**src/rtl/i2cm_pkg.sv**
```systemverilog
package i2cm_pkg;

   localparam int BYTE_W    = 8;
   localparam int FRAME_LEN = BYTE_W + 1;
   localparam int BIT_IDX_W = $clog2(FRAME_LEN);

   localparam int CTRL_FLAG_BIT = 7;
   localparam logic ADDR_CTRL   = 1'b0;
   localparam logic ADDR_DATA   = 1'b1;

   localparam logic [BYTE_W-1:0] ST_START     = 8'h08;
   localparam logic [BYTE_W-1:0] ST_ADDR_ACK  = 8'h18;
   localparam logic [BYTE_W-1:0] ST_ADDR_NACK = 8'h20;
   localparam logic [BYTE_W-1:0] ST_DATA_ACK  = 8'h28;
   localparam logic [BYTE_W-1:0] ST_DATA_NACK = 8'h30;
   localparam logic [BYTE_W-1:0] ST_IDLE      = 8'hF8;

   typedef enum logic [1:0] {
      CMD_NONE  = 2'b00,
      CMD_START = 2'b01,
      CMD_SEND  = 2'b10,
      CMD_STOP  = 2'b11
   } cmd_e;

   typedef enum logic [1:0] {
      EV_NONE,
      EV_START,
      EV_BYTE,
      EV_STOP
   } evt_e;

endpackage

```
**src/rtl/i2cm_tick.sv**
```systemverilog
module i2cm_tick #(
   parameter int DIV_W = 8
) (
   input  logic             clk,
   input  logic             rst_n,
   input  logic             run,
   input  logic [DIV_W-1:0] div,
   output logic             tick
);
   logic [DIV_W-1:0] cnt_q;

   always_ff @(posedge clk or negedge rst_n) begin
      if (!rst_n) begin
         cnt_q <= '0;
      end else if (!run || cnt_q == div) begin
         cnt_q <= '0;
      end else begin
         cnt_q <= cnt_q + 1'b1;
      end
   end

   assign tick = run && (cnt_q == div);
endmodule

```
**src/rtl/i2cm_sync.sv**
```systemverilog
module i2cm_sync #(
   parameter int STAGES = 2
) (
   input  logic clk,
   input  logic rst_n,
   input  logic d,
   output logic q
);
   generate
      if (STAGES == 0) begin : g_bypass
         assign q = d;
      end else begin : g_chain
         logic [STAGES-1:0] chain_q;
         always_ff @(posedge clk or negedge rst_n) begin
            if (!rst_n) begin
               chain_q <= '1;
            end else begin
               chain_q <= {chain_q[STAGES-2+1-1:0], d} >> 0;
            end
         end
         assign q = chain_q[STAGES-1];
      end
   endgenerate
endmodule

```
**src/rtl/i2cm_seq.sv**
```systemverilog
module i2cm_seq
   import i2cm_pkg::*;
(
   input  logic              clk,
   input  logic              rst_n,
   input  logic              launch,
   input  cmd_e              cmd,
   input  logic [BYTE_W-1:0] tx_byte,
   input  logic              tick,
   input  logic              sda_in,
   output logic              busy,
   output logic              owned,
   output logic              scl_oe,
   output logic              sda_oe,
   output logic              ev_fire,
   output evt_e              ev_kind,
   output logic              ev_ack
);
   typedef enum logic [2:0] {
      S_IDLE,
      S_HOLD,
      S_START,
      S_BITS,
      S_STOP
   } state_e;

   localparam logic [BIT_IDX_W-1:0] LAST_BIT = BIT_IDX_W'(FRAME_LEN - 1);

   state_e                 state_q;
   logic [1:0]             phase_q;
   logic [BIT_IDX_W-1:0]   bit_q;
   logic [FRAME_LEN-1:0]   shift_q;
   logic                   ack_q;

   assign busy  = (state_q == S_START) || (state_q == S_BITS) || (state_q == S_STOP);
   assign owned = (state_q == S_HOLD);

   always_ff @(posedge clk or negedge rst_n) begin
      if (!rst_n) begin
         state_q <= S_IDLE;
         phase_q <= 2'd0;
         bit_q   <= '0;
         shift_q <= '0;
         ack_q   <= 1'b0;
         scl_oe  <= 1'b0;
         sda_oe  <= 1'b0;
      end else if (launch) begin
         phase_q <= 2'd0;
         case (cmd)
            CMD_START: begin
               state_q <= S_START;
               sda_oe  <= 1'b0;
            end
            CMD_SEND: begin
               state_q <= S_BITS;
               bit_q   <= '0;
               shift_q <= {tx_byte, 1'b1};
               scl_oe  <= 1'b1;
               sda_oe  <= ~tx_byte[BYTE_W-1];
            end
            CMD_STOP: begin
               state_q <= S_STOP;
               scl_oe  <= 1'b1;
               sda_oe  <= 1'b1;
            end
            default: ;
         endcase
      end else if (tick && busy) begin
         phase_q <= phase_q + 2'd1;
         case (state_q)
            S_START: begin
               case (phase_q)
                  2'd0: scl_oe <= 1'b0;
                  2'd1: sda_oe <= 1'b1;
                  2'd2: scl_oe <= 1'b1;
                  default: state_q <= S_HOLD;
               endcase
            end
            S_BITS: begin
               case (phase_q)
                  2'd0: scl_oe <= 1'b0;
                  2'd1: ;
                  2'd2: begin
                     scl_oe <= 1'b1;
                     if (bit_q == LAST_BIT) ack_q <= ~sda_in;
                  end
                  default: begin
                     if (bit_q == LAST_BIT) begin
                        state_q <= S_HOLD;
                     end else begin
                        bit_q   <= bit_q + 1'b1;
                        shift_q <= {shift_q[FRAME_LEN-2:0], 1'b1};
                        sda_oe  <= ~shift_q[FRAME_LEN-2];
                     end
                  end
               endcase
            end
            S_STOP: begin
               case (phase_q)
                  2'd0: scl_oe <= 1'b0;
                  2'd1: sda_oe <= 1'b0;
                  2'd2: ;
                  default: state_q <= S_IDLE;
               endcase
            end
            default: ;
         endcase
      end
   end

   always_comb begin
      ev_fire = tick && busy && (phase_q == 2'd3) &&
                ((state_q != S_BITS) || (bit_q == LAST_BIT));
      ev_ack  = ack_q;
      case (state_q)
         S_START: ev_kind = EV_START;
         S_BITS:  ev_kind = EV_BYTE;
         S_STOP:  ev_kind = EV_STOP;
         default: ev_kind = EV_NONE;
      endcase
   end
endmodule

```
**src/rtl/i2cm_regs.sv**
```systemverilog
module i2cm_regs
   import i2cm_pkg::*;
(
   input  logic              clk,
   input  logic              rst_n,
   input  logic              wr_en,
   input  logic              wr_addr,
   input  logic [BYTE_W-1:0] wr_data,
   input  logic              busy,
   input  logic              owned,
   input  logic              ev_fire,
   input  evt_e              ev_kind,
   input  logic              ev_ack,
   output logic              launch,
   output cmd_e              cmd,
   output logic [BYTE_W-1:0] tx_byte,
   output logic              flag,
   output logic [BYTE_W-1:0] status
);
   logic [BYTE_W-1:0] data_q;
   logic              addr_next_q;
   logic              ctrl_clear;
   logic              cmd_legal;

   assign cmd        = cmd_e'(wr_data[1:0]);
   assign ctrl_clear = wr_en && (wr_addr == ADDR_CTRL) && !wr_data[CTRL_FLAG_BIT];

   always_comb begin
      case (cmd)
         CMD_START: cmd_legal = !busy;
         CMD_SEND:  cmd_legal = owned;
         CMD_STOP:  cmd_legal = owned;
         default:   cmd_legal = 1'b0;
      endcase
   end

   assign launch  = ctrl_clear && cmd_legal;
   assign tx_byte = data_q;

   always_ff @(posedge clk or negedge rst_n) begin
      if (!rst_n) begin
         data_q <= '0;
      end else if (wr_en && (wr_addr == ADDR_DATA)) begin
         data_q <= wr_data;
      end
   end

   always_ff @(posedge clk or negedge rst_n) begin
      if (!rst_n) begin
         flag        <= 1'b0;
         status      <= ST_IDLE;
         addr_next_q <= 1'b0;
      end else if (ev_fire) begin
         case (ev_kind)
            EV_START: begin
               flag        <= 1'b1;
               status      <= ST_START;
               addr_next_q <= 1'b1;
            end
            EV_BYTE: begin
               flag        <= 1'b1;
               addr_next_q <= 1'b0;
               if (addr_next_q) status <= ev_ack ? ST_ADDR_ACK : ST_ADDR_NACK;
               else             status <= ev_ack ? ST_DATA_ACK : ST_DATA_NACK;
            end
            EV_STOP: begin
               status      <= ST_IDLE;
               addr_next_q <= 1'b0;
            end
            default: ;
         endcase
      end else if (ctrl_clear && !busy) begin
         flag <= 1'b0;
      end
   end
endmodule

```
**src/rtl/i2c_byte_master.sv**
```systemverilog
module i2c_byte_master
   import i2cm_pkg::*;
#(
   parameter int DIV_W       = 8,
   parameter int SYNC_STAGES = 2
) (
   input  logic              clk,
   input  logic              rst_n,
   input  logic              wr_en,
   input  logic              wr_addr,
   input  logic [BYTE_W-1:0] wr_data,
   input  logic [DIV_W-1:0]  clk_div,
   input  logic              sda_in,
   output logic              scl_oe,
   output logic              sda_oe,
   output logic              irq_flag,
   output logic [BYTE_W-1:0] status
);
   generate
      if (DIV_W < 2 || DIV_W > 16) begin : g_bad_div
         $error("i2c_byte_master: DIV_W must lie in 2..16");
      end
      if (SYNC_STAGES < 0 || SYNC_STAGES > 3) begin : g_bad_sync
         $error("i2c_byte_master: SYNC_STAGES must lie in 0..3");
      end
   endgenerate

   logic              seq_busy;
   logic              seq_owned;
   logic              tick;
   logic              sda_s;
   logic              launch;
   cmd_e              cmd;
   logic [BYTE_W-1:0] tx_byte;
   logic              ev_fire;
   evt_e              ev_kind;
   logic              ev_ack;

   i2cm_tick #(.DIV_W(DIV_W)) u_tick (
      .clk(clk), .rst_n(rst_n), .run(seq_busy), .div(clk_div), .tick(tick)
   );

   i2cm_sync #(.STAGES(SYNC_STAGES)) u_sync (
      .clk(clk), .rst_n(rst_n), .d(sda_in), .q(sda_s)
   );

   i2cm_regs u_regs (
      .clk(clk), .rst_n(rst_n), .wr_en(wr_en), .wr_addr(wr_addr),
      .wr_data(wr_data), .busy(seq_busy), .owned(seq_owned),
      .ev_fire(ev_fire), .ev_kind(ev_kind), .ev_ack(ev_ack),
      .launch(launch), .cmd(cmd), .tx_byte(tx_byte),
      .flag(irq_flag), .status(status)
   );

   i2cm_seq u_seq (
      .clk(clk), .rst_n(rst_n), .launch(launch), .cmd(cmd),
      .tx_byte(tx_byte), .tick(tick), .sda_in(sda_s),
      .busy(seq_busy), .owned(seq_owned), .scl_oe(scl_oe), .sda_oe(sda_oe),
      .ev_fire(ev_fire), .ev_kind(ev_kind), .ev_ack(ev_ack)
   );
endmodule

```
**config.mk**
```make
export PLATFORM = sky130hd
export DESIGN_NAME = i2c_byte_master
export DESIGN_NICKNAME = d
export VERILOG_FILES = /design/src/rtl/i2cm_pkg.sv /design/src/rtl/i2cm_tick.sv /design/src/rtl/i2cm_sync.sv /design/src/rtl/i2cm_seq.sv /design/src/rtl/i2cm_regs.sv /design/src/rtl/i2c_byte_master.sv
export SDC_FILE = /design/constraint.sdc
export NUM_CORES = 1
export LEC_CHECK = 0
export BUFFER_PORTS_ARGS = -buffer_cell sky130_fd_sc_hd__buf_2
export CAP_MARGIN = 20
export CORE_MARGIN = 2
export CORE_UTILIZATION = 40
export CTS_CLUSTER_SIZE = 24
export DETAILED_ROUTE_END_ITERATION = 10
export GPL_TIMING_DRIVEN = 0
export SYNTH_ARGS = -nofsm -noshare
export SYNTH_HDL_FRONTEND = slang
export SYNTH_SLANG_ARGS = --single-unit
```
**constraint.sdc**
```tcl
create_clock -name clk -period 2.4 [get_ports clk]
set_clock_uncertainty 0.2 [all_clocks]
set_input_delay 0.48 -clock clk [delete_from_list [all_inputs] [get_ports clk]]
set_output_delay 0.48 -clock clk [all_outputs]
set_load 0.02 [all_outputs]
```
# After elaboration in Yosys (flattened, before gate mapping)

Cells that the tools add are included.

$add $sub $neg: 3
Equal/unequal tests: 31
Multiplexer cells: 47
Bitwise gates (word level): 5
Reductions and logical operators: 36

Operators with widths:

| operator                                                                 | count |
|---|---|
| 8-bit two-way mux                                                        | 8 |
| 4-bit two-way mux                                                        | 6 |
| 3-bit inequality test (second input constant)                            | 8 |
| 8-bit case mux with 3 select lines                                       | 1 |
| 3-bit two-way mux                                                        | 6 |
| 3-bit case mux with 3 select lines                                       | 2 |
| 5-bit AND reduction                                                      | 3 |
| 7-bit AND reduction                                                      | 2 |
| 1-bit two-way mux                                                        | 13 |
| 2-bit equality test (second input constant)                              | 6 |
| 1-bit logical AND                                                        | 9 |
| 8-bit by 1-bit adder with 8-bit output (second input constant)           | 1 |
| 8-bit equality test                                                      | 1 |
| 4-bit by 1-bit inequality test with 1-bit output (second input constant) | 2 |
| 1-bit case mux with 2 select lines                                       | 4 |
| 2-bit nonzero test                                                       | 4 |
| 2-bit OR reduction                                                       | 4 |
| 2-bit by 1-bit equality test with 1-bit output (second input constant)   | 3 |
| 3-bit by 2-bit equality test with 1-bit output (second input constant)   | 2 |
| 6-bit two-way mux                                                        | 1 |
| 2-bit inequality test (second input constant)                            | 3 |
| 1-bit case mux with 3 select lines                                       | 2 |
| 2-bit case mux with 3 select lines                                       | 1 |
| 2-bit AND reduction                                                      | 3 |
| 16 further kinds                                                         | 27 |

Register bits: 48
Input port bits: 21
Output and inout bits: 11
Word-level logic and storage cells: 135

# Longest topological paths before layout

Gate-level depths: netlist of the first run.

Depth in word-level cells: 9
Gate-level depth with buffers: 10
Depth with buffers taken out: 9

# Modules after synthesis

From an unflattened synthesis of the first run, not the netlist that was laid out.

Cells, all modules: 230
Area total of the unflattened synthesis: 2516.2 um^2

By module, submodules not included:

| module    | instances | cells each | area an instance (um^2) |
|---|---|---|---|
| i2cm_seq  | 1         | 123        | 1268.7 |
| i2cm_regs | 1         | 59         | 694.4 |
| i2cm_tick | 1         | 46         | 500.5 |
| i2cm_sync | 1         | 2          | 52.6 |

# Worst setup path before layout of the first run

OpenSTA, ideal clock, no wires.

Kind: reg-to-reg
Start point: reg u_seq.state_q[1]
End point: reg u_regs.status[3]
Library setup time: 0.082 ns
Arrival time: 1.784 ns
Slack: 0.334 ns
Cell stages (with the launch flop): 9
Cells stage by stage: dfrtp_1 > buf_2 > and3b_1 > a21oi_1 > inv_1 > ha_1 > a21oi_1 > nand2_1 > mux2_4

Longest elaborated chain between the ends: 8

Ends and longest elaborated chain:

| what                                                                        | RTL line        | RTL |
|---|---|---|
| start: declaration                                                          | i2cm_seq.sv:29  | `state_e state_q;` |
| start signal: assignment                                                    | i2cm_seq.sv:40  | `state_q <= S_IDLE;` |
| start signal: assignment                                                    | i2cm_seq.sv:51  | `state_q <= S_START;` |
| start signal: assignment                                                    | i2cm_seq.sv:55  | `state_q <= S_BITS;` |
| parallel branches: the longest is 8 deep, another holds 3-bit equality test | -               |  |
| end signal: assignment                                                      | i2cm_regs.sv:63 | `if (addr_next_q) status <= ev_ack ? ST_ADDR_ACK : ST_ADDR_NACK;` |
| end signal: assignment                                                      | i2cm_regs.sv:64 | `else status <= ev_ack ? ST_DATA_ACK : ST_DATA_NACK;` |
| end: declaration                                                            | i2cm_regs.sv:18 | `output logic [BYTE_W-1:0] status` |

Several ways; the timed one is not identified.
A chain may end at the register's enable or synchronous reset.

# Final worst setup path of the first run

Start point: reg u_seq.state_q[1]
End point: reg u_regs.status[4]

Same word-level chain as after synthesis.

==> metrics.md, run 1 <==
| Metric | Value |
|---|---|
| Yosys top cell area share | 38.6% |
| Clock transition at path regs | 0.08 ns |
| RSZ-0062 raised after global routing | false |
| Ys async rst share | 100% |
| Yosys reg bits | 44 |
| Worst Path Arrival | between 2 and 2.5 ns |
| Post-Synth XOR/XNOR Area | 6.71% |
| ANT cells | 0 |
| Max Transition Viols Final | 0 |
| Top-count cell post-synth | dfrtp_1 |
| Max FO, Critical Path | 9 |
| First-pass iteration count of the detailed router | 4 |
| Die Area | ~0.0068 mm2 |
| WL final | 4660 um |
| Final hold vios | 0 |
| Register area share after synthesis | a little under half |
| FF-to-FF setup slack | 0.19 ns |
| Area leader, netlist | dfrtp_1 |
| Combinational family with the most area after synthesis | simple AND/OR/NAND/NOR gates |
| Number of global-route vias before repair | 1723 |
| Setup ws final | 0.186 ns |
| Initial DRC Count | 49 |
| Final HPWL DP | 3390 um |
| CTS tree | built |
| Power Total | between 1.5 and 2 mW |
| Placement Setup Slack | 0.0374 ns |
| Num CTS Buffers | 5 |
| Pwr/cell area | 644 mW/mm2 |
| Warnings, synthesis | 0 |
| Largest net degree at the start of global routing | 45 |
| Finished Cell Area | 0.00283 mm2 |
| Core Area | approximately 0.006 mm2 |
| Worst skew pair latency | about 0.29 ns |
| Grt ovf | 0 |
| Post-synth EDFFs | 0 |
| PortBufs | 28 |
| Setup TNS | 0 ns |
| GRT Util Overall | ~16% |
| Min-Delay Startpoint | sda_in |
| Layout net count | around 310 |
| Crit path capture type | flip-flop |
| DR WL/cell | 13.2 um |
| # clock sinks | 44 |
| Initial antenna violation count | 0 |
| Min cycle time layout | about 2.2 ns |
| Synth Area in Simple Gates | a little under 20% |
| CP Class | flip-flop to flip-flop |
| Via density per instance | 5.11 |
| Top post-synthesis cells by area | dfrtp_1 (39%), ha_1 (6.6%), dfstp_2 (6.4%) |
| Syn avg cell area | ~10 um2 |
| Root buffer cell | clkbuf_8 |
| Die X | just over 80 um |
| Max Root-Sink Buffers | 2 |
| Maximum VDD drop | slightly below 0.0004 V |
| R2r startpoint | u_seq.state_q[1] |
| Crit path launch type | flip-flop |
| Fin crit share | 92.2% |
| Adder-Cell Fraction of Synth Area | 6.61% |
| Reg2reg end | u_regs.status[4] |
| GP Congestion | 0.823 |
| Cell Area, Synth | 0.00246 mm2 |
| Initial Utilization | between 40% and 50% |
| WHS Path Cells | 1 |
| DRC | 0 |
| # rows | 28 |
| Htree depth | 2 |
| Main synth FF type | dfrtp_1 |
| Most frequent cells after synthesis | dfrtp_1 (38), nand2_1 (24), nor2_1 (20) |
| Placed inst area | 0.00270 mm2 |
| Max-Cap Viols | 0 |
| Mux cell area share after synthesis | 8.33% |
| Hold crit path type | input port to flip-flop |
| Finished Core Util | 47.9% |
| WP data required | 2.42 ns |
| Share of cells above drive strength 1 | 29.4% |
| Status | finished clean |
| FMAX | 452 MHz |
| Setup Viol. Count Final | 0 |
| Top Ports | 32 |
| LEAKAGE | 1.39 nW |
| Final ANT Viol Nets | 0 |
| R2R cell count | 8 |
| Unique masters post-synth | 50 |
| Syn Inst Count | 239 |
| Worst Hold End | u_sync.g_chain.chain_q[0] |
| Vias post-DR | 1810 |
| Die Y | 82.5 um |
| First-pass GRT wire length | 8230 um |
| Synth Area in Compound Gates | under 10% |
| Area Growth Syn to Fin | 15.1% |
[stage by stage]
step,cells,hold WS (ns)
finish,354,0.0841
CTS,352,0.0724
global placement,344,0.146
global route,354,0.0715
detailed placement,344,0.148
floorplan,241,-0.0156
[registers in the layout, indices dropped and copies added, names as in the netlist, 2 cells and up]
register	flops
u_regs.status	4
u_seq.state_q	3
u_tick.cnt_q	8
u_sync.g_chain.chain_q	2
u_regs.tx_byte	8
u_seq.bit_q	4
u_seq.phase_q	2
u_seq.shift_q	8
[layer usage]
| layer | vias to the layer above | global-route usage [%] | share of wire (%) |
|---|---|---|---|
| li1 | 890 | - | - |
| met1 | 875 | 21.5 | 47 |
| met2 | 39 | 24.9 | 47 |
| met3 | 6 | 3.26 | 4.5 |
| met4 | 0 | 5.50 | 1.6 |
| met5 | - | 0 | 0 |
[kinds of logic (layout without fill, tap and decap cells)]
family,Yosys count,count (layout)
simple gates,88,88
other cells,1,3
mux,17,17
compound gates,34,34
buf+inv,24,62
flops,44,44
fa+ha+maj,13,13
xor+xnor,18,18
[how the worst max path moves through the flow]
stage                     start            endpoint  cells past startpoint
2_1_floorplan  u_seq.state_q[1]    u_regs.status[3]                      8
3_3_place_gp   u_seq.state_q[2]  u_regs.addr_next_q                      6
3_5_place_dp   u_seq.state_q[1]    u_regs.status[4]                      8
4_1_cts        u_seq.state_q[1]    u_regs.status[4]                      8
5_1_grt        u_seq.state_q[1]  u_regs.addr_next_q                      8
6_report       u_seq.state_q[1]    u_regs.status[4]                      8
[where the power goes]
| part | leakage (nW) | internal (mW) | switching, mW | total (mW) |
|---|---|---|---|---|
| logic | 0.810 | 0.202 | 0.186 | 0.388 |
| registers | 0.532 | 0.844 | 0.120 | 0.963 |
| clock network | 0.0510 | 0.230 | 0.244 | 0.474 |
| total | 1.39 | 1.28 | 0.549 | 1.82 |
[timing repair]
action / in CTS / in global routing
hold buffers: 0 / 1
setup endpoints to repair: 0 / 5
resized for setup: 0 / 3
hold endpoints to repair: 0 / 4
setup buffers: 0 / 0
[layout make-up]
cell class              instances  area (um2)
multi-input cells             173        1240
clock buffers                   6        82.6
plain buffers                  12        78.8
fillers                       561        3090
flip-flops and latches         44        1110
inverters                      12        45.0
repair buffers                 30         170
clock inverters                 2        10.0
well taps                      75        93.8
[worst max-delay path, stage by stage, from the launching register on]
cell     delay, ns
dfrtp_1       0.36
buf_2         0.17
and3b_1       0.23
a21oi_2       0.30
inv_1         0.16
ha_1          0.26
a21oi_1       0.13
nor2_1        0.06
mux2_4        0.27
[placed cells by master (no fill, tap or decap), types with 4 or more instances in the layout]
| master | synthesis | routed |
|---|---|---|
| buf_2 | 6 | 34 |
| ha_1 | 13 | 13 |
| dfrtp_1 | 38 | 38 |
| buf_4 | 5 | 5 |
| mux2_4 | 5 | 5 |
| o21ai_0 | 7 | 6 |
| mux2_2 | 8 | 8 |
| dfstp_2 | 6 | 6 |
| mux2i_1 | 4 | 4 |
| nand2_1 | 24 | 24 |
| nand3_1 | 10 | 10 |
| nor2_1 | 20 | 20 |
| inv_1 | 12 | 12 |
| a21oi_1 | 7 | 6 |
| a31oi_1 | 7 | 7 |
| xor2_1 | 5 | 5 |
| xnor2_1 | 12 | 12 |
| nor3_1 | 9 | 9 |
| clkbuf_8 | 0 | 6 |
Power figures use the tool's default switching activity.
==> run 2: changes to the inputs <==
- SYNTH_HIERARCHICAL: not set -> 1
==> run 2 against run 1 <==
  * Via count rose by 4.0%
  * First-iteration DRC count is 100% higher
  * Power increased by 30%
  * Utilization grew 5.9 points
  * Register-to-register slack got worse by 0.29 ns
  * Design area up 14%
  * Sequential power decreased by 2.6%
  * Synthesized cell count decreased by 3.8%
  * Critical endpoint is now u_seq/sda_oe
  * Sequential share of layout area is 4.6 points lower
  * Global-route usage shrank 0.66 points
  * Wire length up 13%
  * Largest cell class unchanged
  * The run now ends with negative setup slack left
==> metrics.md, run 2 <==
| Metric | Value |
|---|---|
| Status | complete, but fails checks |
| Failing checks | negative setup slack |
| Vias post-DR | 1882 (+4.0%) |
| Max FO, Critical Path | 7 (-2) |
| Max Transition Viols Final | 0 (unchanged) |
| # clock sinks | 44 (unchanged) |
| First-pass GRT wire length | 8600 um (+4.5%) |
| Final hold vios | 0 (unchanged) |
| Top post-synthesis cells by area | dfrtp_1 (38%), mux2_2 (9.0%), dfstp_2 (6.3%) |
| DR WL/cell | 14.3 um (+8.5%) |
| First-pass iteration count of the detailed router | 4 (unchanged) |
| Largest net degree at the start of global routing | 45 (unchanged) |
| Initial antenna violation count | 0 (unchanged) |
| Share of cells above drive strength 1 | 45.7% (+16 points) |
| Max-Cap Viols | 0 (unchanged) |
| Die Area | 0.00694 mm2 (+2.1%) |
| Worst skew pair latency | 0.29 ns (about the same) |
| Final ANT Viol Nets | 0 (unchanged) |
| Most frequent cells after synthesis | dfrtp_1 (38), mux2_2 (20), inv_1 (16) |
| Pwr/cell area | 739 mW/mm2 (+15%) |
| Die Y | 83.3 um (+1.0%) |
| Area Growth Syn to Fin | 28.0% |
| Num CTS Buffers | 5 (unchanged) |
| Final HPWL DP | 3390 um (+0.27%) |
| CP max stage cell | or4_1 |
| Root buffer cell | clkbuf_8 |
| Worst Setup EP | u_seq/sda_oe |
| Crit path launch type | flip-flop |
| # rows | 28 (unchanged) |
| Critical path buffers and inverters | 2 (unchanged) |
| GRT Util Overall | 15.1% (-0.66 points) |
| Register area share after synthesis | 44.1% (-0.96 points) |
| Ys async rst share | 100% (unchanged) |
| Yosys reg bits | 44 (unchanged) |
| Placement Setup Slack | -0.514 ns (-0.552 ns) |
| Non-filler cells, final | 368 (+4.0%) |
| Cell Area, Synth | 0.00252 mm2 (+2.2%) |
| Number of global-route vias before repair | 1835 (+6.5%) |
| RSZ-0062 raised after global routing | true |
| Core Area | 0.00599 mm2 (+1.2%) |
| R2R cell count | 9 (+1) |
| CP Depth | 9 (+1) |
| Initial Utilization | 42.0% (+0.41 points) |
| Hold crit path type | input port to flip-flop |
| Fin crit share | 105% (+12 points) |
| CP peak stage delay | 0.41 ns (+0.05 ns) |
| FMAX | 399 MHz (-12%) |
| Crit path capture type | flip-flop |
| FF-to-FF setup slack | -0.11 ns (-0.29 ns) |
| CTS tree | built |
| Warnings, synthesis | 6 (+6) |
| ANT cells | 0 (unchanged) |
| Reg2reg end | u_seq/sda_oe |
| Die X | 83.3 um (+1.0%) |
| Finished Cell Area | 0.00322 mm2 (+14%) |
| DRC | 0 (unchanged) |
| LEAKAGE | 1.53 nW (+9.6%) |
| R2r startpoint | u_seq/state_q[1] |
| WL final | 5260 um (+13%) |
| Via density per instance | 5.11 (about the same) |
| Syn avg cell area | 10.9 um2 (+6.2%) |
| Syn Inst Count | 230 (-3.8%) |
| Placed cell count | 335 (-2.6%) |
| Crit path cell chain | buf_6 > nor3b_4 > or2_4 > buf_4 > and3_4 > or3b_4 > a2bb2oi_2 > or4_1 > nand4_1 |
| Worst Path Arrival | 2.54 ns (+0.31 ns) |
| PortBufs | 28 (unchanged) |
| Unique masters post-synth | 52 (+4.0%) |
| Fillers | 533 (-5.0%) |
| Max Root-Sink Buffers | 2 (unchanged) |
| Area leader, netlist | dfrtp_1 |
| Setup Viol. Count Final | 10 (+10) |
| Commonest non-fill, non-tap cell in the layout | dfrtp_1 |
| Main synth FF type | dfrtp_1 |
| Grt ovf | 0 (unchanged) |
| Initial DRC Count | 100 (+100%) |
| WP data required | 2.43 ns (about the same) |
| Yosys top cell area share | 37.8% (-0.83 points) |
| Top-count cell post-synth | dfrtp_1 |
| Maximum VDD drop | 0.000370 V (-4.6%) |
| Min cycle time layout | 2.51 ns (+0.294 ns) |
| CP Class | flip-flop to flip-flop |
| Placed inst area | 0.00286 mm2 (+5.7%) |
| Clock transition at path regs | 0.08 ns (about the same) |
| Crit. Startpoint | u_seq/state_q[1] |
| Crit-path leading delay family | simple AND/OR/NAND/NOR gates |
| Setup ws final | -0.108 ns (-0.294 ns) |
| Power Total | 2.38 mW (+30%) |
| Post-synth EDFFs | 0 (unchanged) |
| Htree depth | 2 (unchanged) |
| Hold slack | 0.0757 ns (-0.00841 ns) |
| GP Congestion | 0.805 (-2.1%) |
| Layout net count | 325 (+4.2%) |
| Most frequent cells in the layout | dfrtp_1 (36), buf_2 (28), buf_4 (26) |
| Top Ports | 32 (unchanged) |
## run 2: cell count changes after synthesis, sizes merged, moves of 7 or more
cell,delta
nor2,-15
xnor2,-10
mux2,+8
nor3,-9
nand2,-14
a31oi,-7
## run 2: per-stage QoR
| stage | utilization (%) | TNS [ns] |
|---|---|---|
| after floorplan | - | -1.17 |
| after global placement | 47.7 | -6.67 |
| after detailed placement | 47.7 | -6.70 |
| after CTS | 51.1 | -0.943 |
| after global routing | 53.8 | -1.40 |
| final | 53.8 | -0.381 |
## run 2: report_power, final
part	switching, mW	internal [mW]	leakage (nW)
clock	0.261	0.203	0.0479
combinational	0.505	0.471	0.938
sequential	0.0752	0.863	0.541
## run 2: final cells by class
type	instances	area [um2]	share of cell area, %
Clock inverter	3	18.8	0.583
Inverter	16	60.1	1.86
Timing Repair Buffer	54	365	11.3
Tap cell	75	93.8	2.91
Multi-Input combinational cell	157	1360	42.3
Sequential cell	44	1110	34.5
Clock buffer	5	68.8	2.14
Buffer	14	139	4.31
## run 2: worst min path at each step
stage / startpoint / endpoint / slack [ns] / cells past startpoint
floorplan: rst_n / u_regs/addr_next_q / -0.02 / 0
global placement: u_sync/g_chain.chain_q[0] / u_sync/g_chain.chain_q[1] / 0.15 / 0
detailed placement: u_sync/g_chain.chain_q[0] / u_sync/g_chain.chain_q[1] / 0.15 / 0
CTS: sda_in / u_sync/g_chain.chain_q[0] / 0.07 / 1
global route: sda_in / u_sync/g_chain.chain_q[0] / 0.06 / 1
finish: sda_in / u_sync/g_chain.chain_q[0] / 0.08 / 1
## run 2: metal layers
metal / up-vias / share of wire, % / GRT usage, %
li1: 922 / - / -
met1: 909 / 46 / 20.4
met2: 42 / 48 / 24.1
met3: 9 / 3.9 / 2.88
met4: 0 / 1.7 / 5.66
met5: - / 0 / 0
## run 2: timing repair
item                                    CTS  global route
endpoints found under the setup margin   23            21
hold endpoints to repair                  0            10
setup buffers                            11            11
resized for setup                         8            18
pin swaps                                 8             7
hold buffers                              0             1
cloned                                    2             0
## run 2: cell families (layout without fill, tap and decap cells)
kind of cell	Yosys count	count (layout)	share of synthesized area (%)
adder cells (fa/ha/maj)	12	12	5.97
XOR/XNOR	13	13	5.12
other	1	3	0.149
AND/OR/NAND/NOR	62	62	15.5
multiplexers	26	26	11.5
flip-flops	44	44	44.1
AO/OA/AOI/OAI	41	41	10.4
buffers and inverters	31	92	7.26
## run 2: worst reg2reg max path: cells and delay by family (launching register included)
| kind | cells | cell delay [ns] |
|---|---|---|
| buf+inv | 2 | 0.25 |
| compound gates | 1 | 0.14 |
| simple gates | 6 | 1.49 |
| flops | 1 | 0.38 |
==> run 3: changes to the inputs <==
- ABC_AREA: not set -> 1
==> run 3 against run 2 <==
  * Highest routed layer unchanged
  * Critical path depth is 5 higher
  * Via count is 6.6% higher
  * Non-clock buffer count is 21 lower
  * Largest cell class unchanged
  * The flow now finishes without violations
  * Setup slack better by 0.20 ns
==> metrics.md, run 3 <==
| Metric | Value |
|---|---|
| Internal power | 1.34 mW (-13%) |
| Top-count cell post-synth | nand2_1 |
| Crit path capture type | flip-flop |
| Grt ovf | 0 (unchanged) |
| Final hold vios | 0 (unchanged) |
| FMAX | 433 MHz (+8.6%) |
| Top post-synthesis cells by area | dfrtp_1 (36%), nand2_1 (12%), dfstp_2 (6.0%) |
| DR WL/cell | 10.9 um (-24%) |
| Final HPWL DP | 3470 um (+2.2%) |
| Initial Utilization | 41.4% (-0.64 points) |
| Max Root-Sink Buffers | 2 (unchanged) |
| Root buffer cell | clkbuf_8 |
| Commonest non-fill, non-tap cell in the layout | nand2_1 |
| Most frequent cells in the layout | nand2_1 (80), dfrtp_1 (36), inv_1 (33) |
| PortBufs | 26 (-7.1%) |
| Clock transition at path regs | 0.08 ns (about the same) |
| Power Total | 2.00 mW (-16%) |
| Ys async rst share | 100% (unchanged) |
| Reg2reg end | u_seq/state_q[1] |
| Via density per instance | 4.57 (-11%) |
| Global route hottest layer | met2 |
| Die X | 85.3 um (+2.3%) |
| Max FO, Critical Path | 6 (-1) |
| Placed inst area | 0.00288 mm2 (+0.57%) |
| Register area share after synthesis | 42.0% (-2.1 points) |
| Crit path cell chain | nand2_1 > nand2_4 > inv_1 > nand3_1 > a21oi_4 > buf_4 > nand2_1 > nor2_1 > inv_1 > o21ai_0 > nor2_2 > nand2_1 > nand2_1 > nand2_1 |
| Yosys top cell area share | 36.0% (-1.8 points) |
| Finished Core Util | 48.4% (-5.3 points) |
| Worst skew pair latency | 0.30 ns (about the same) |
| FF-to-FF setup slack | 0.09 ns (+0.20 ns) |
| Warnings, synthesis | 6 (unchanged) |
| ANT cells | 0 (unchanged) |
| CP Class | flip-flop to flip-flop |
| Most frequent cells after synthesis | nand2_1 (81), dfrtp_1 (38), inv_1 (33) |
| Most frequent CP cell | nand2_1 |
| Hold crit path type | input port to flip-flop |
| Worst Path Arrival | 2.34 ns (-0.20 ns) |
| WP data required | 2.43 ns (about the same) |
| Sw power | 0.662 mW (-21%) |
| Met1 usage in global routing | 20.5% (+0.14 points) |
| Initial DRC Count | 71 (-29%) |
| Pwr/cell area | 647 mW/mm2 (-12%) |
| Share of cells above drive strength 1 | 30.7% (-15 points) |
| GRT met2 Usage | 22.3% (-1.8 points) |
| CP peak stage delay | 0.44 ns (+0.03 ns) |
| Worst Hold End | u_sync/g_chain.chain_q[0] |
| # clock sinks | 44 (unchanged) |
| Syn Inst Count | 317 (+38%) |
| GP Congestion | 0.856 (+6.2%) |
| CTS tree | built |
| Final ANT Viol Nets | 0 (unchanged) |
| Vias post-DR | 2006 (+6.6%) |
| First-pass GRT wire length | 8690 um (+0.96%) |
| Post-synth EDFFs | 0 (unchanged) |
| R2r startpoint | u_seq/state_q[1] |
| Maximum VDD drop | 0.000342 V (-7.5%) |
| CP max stage cell | dfrtp_2 |
| Initial antenna violation count | 0 (unchanged) |
| Die Area | 0.00727 mm2 (+4.7%) |
| Combinational power share | 27.1% (-14 points) |
| GRT Util Overall | 14.6% (-0.51 points) |
| Status | finished clean |
| Max Transition Viols Final | 0 (unchanged) |
| Critical path buffers and inverters | 3 (+1) |
| Min-Delay Startpoint | sda_in |
| Layout net count | 394 (+21%) |
| Unique masters post-synth | 33 (-37%) |
| Setup Viol. Count Final | 0 (-10) |
| Fillers | 626 (+17%) |
| Num CTS Buffers | 5 (unchanged) |
| Fin crit share | 96.2% (-8.3 points) |
| Largest net degree at the start of global routing | 45 (unchanged) |
| DRC | 0 (unchanged) |
| Crit path launch type | flip-flop |
| LEAKAGE | 1.56 nW (+2.0%) |
| Top Ports | 32 (unchanged) |
| Power share of the clock group | 28.8% (+9.3 points) |
| Main synth FF type | dfrtp_1 |
| Met3 usage | 3.50% (+0.62 points) |
| First-pass iteration count of the detailed router | 4 (unchanged) |
| Htree depth | 2 (unchanged) |
| R2R cell count | 14 (+5) |
| WHS Path Cells | 1 (unchanged) |
| # rows | 29 (+3.6%) |
| Setup TNS | 0 ns (+0.381 ns) |
| Area leader, netlist | dfrtp_1 |
| Seq pwr share | 44.1% (+4.7 points) |
| Die Y | 85.3 um (+2.3%) |
| Finished Cell Area | 0.00309 mm2 (-4.0%) |
| Yosys reg bits | 44 (unchanged) |
| Max-Cap Viols | 0 (unchanged) |
| Area Growth Syn to Fin | 17.1% |
| Number of global-route vias before repair | 1922 (+4.7%) |
| Placed cell count | 422 (+26%) |
| Cell Area, Synth | 0.00264 mm2 (+5.0%) |
| WL final | 4800 um (-8.8%) |
| Syn avg cell area | 8.33 um2 (-24%) |
| Switching portion of total power | 33.1% (-2.3 points) |
| Core Area | 0.00639 mm2 (+6.6%) |
| Crit-path leading delay family | simple AND/OR/NAND/NOR gates |
| Non-filler cells, final | 439 (+19%) |
| Min cycle time layout | 2.31 ns (-0.200 ns) |
[run 3: cell families (layout without fill, tap and decap cells)]
group	after synthesis	after routing	share of synthesized area, %
adders and majority gates	12	12	5.68
and+or+nand+nor	163	163	29.7
xor gates and xnor gates	9	9	2.98
DFF	44	44	42.0
buffers and inverters	51	94	9.47
AOI/OAI and AO/OA	31	31	7.77
muxes	6	6	2.27
other	1	3	0.142
[run 3: worst register-to-register path, delay by kind of cell (launching register included)]
family	cells	cell delay (ns)
AO/OA/AOI/OAI	2	0.38
buffers and inverters	3	0.31
flip-flops	1	0.44
AND/OR/NAND/NOR	9	0.94
[run 3: how the worst max path moves through the flow]
stage	from	to	slack [ns]	depth (start not counted)
finish	u_seq/state_q[1]	u_seq/state_q[1]	0.09	14
CTS	u_seq/state_q[1]	u_seq/bit_q[2]	0.03	14
floorplan	u_seq/state_q[2]	u_seq/shift_q[7]	0.30	14
global placement	u_seq/state_q[1]	u_seq/shift_q[2]	0.03	14
detailed placement	u_seq/state_q[1]	u_seq/bit_q[2]	-0.01	14
global route	u_seq/state_q[1]	u_seq/state_q[1]	-0.10	15
[run 3: power by group through the flow]
stage / combinational, mW / clock (mW) / sequential, mW
floorplan: 0.336 / 0 / 0.909
global placement: 0.468 / 0 / 0.903
detailed placement: 0.476 / 0 / 0.906
CTS: 0.481 / 0.600 / 0.892
global route: 0.631 / 0.636 / 0.894
finish: 0.543 / 0.576 / 0.881
[run 3: cell type report]
class                   count  area (um2)  area share [%]
clock buffers               5        68.8            2.22
multi-input cells         224        1310            42.2
flip-flops and latches     44        1110            35.9
well taps                  77        96.3            3.11
inverters                  39         150            4.85
plain buffers              12         103            3.32
clock inverters             3        46.3            1.50
repair buffers             35         213            6.88
[run 3: stage by stage]
step	hold slack (ns)	worst slack [ns]
2_1_floorplan	-0.0156	0.297
3_3_place_gp	0.145	0.0296
3_5_place_dp	0.152	-0.0132
6_report	0.0826	0.0914
5_1_grt	0.0697	-0.103
4_1_cts	0.0723	0.0342
[run 3: per-layer routing]
layer  wire length, um  share of wire, %
met5                 0                 0
met2              2190                46
met3               178               3.7
met1              2370                49
met4                54               1.1
[run 3: repair_timing]
action	4_1_cts	5_1_grt
hold buffers	0	1
buffers inserted	0	7
setup endpoints to repair	10	20
endpoints found under the hold margin	0	9
gates resized for setup	1	7
pin swaps	0	2
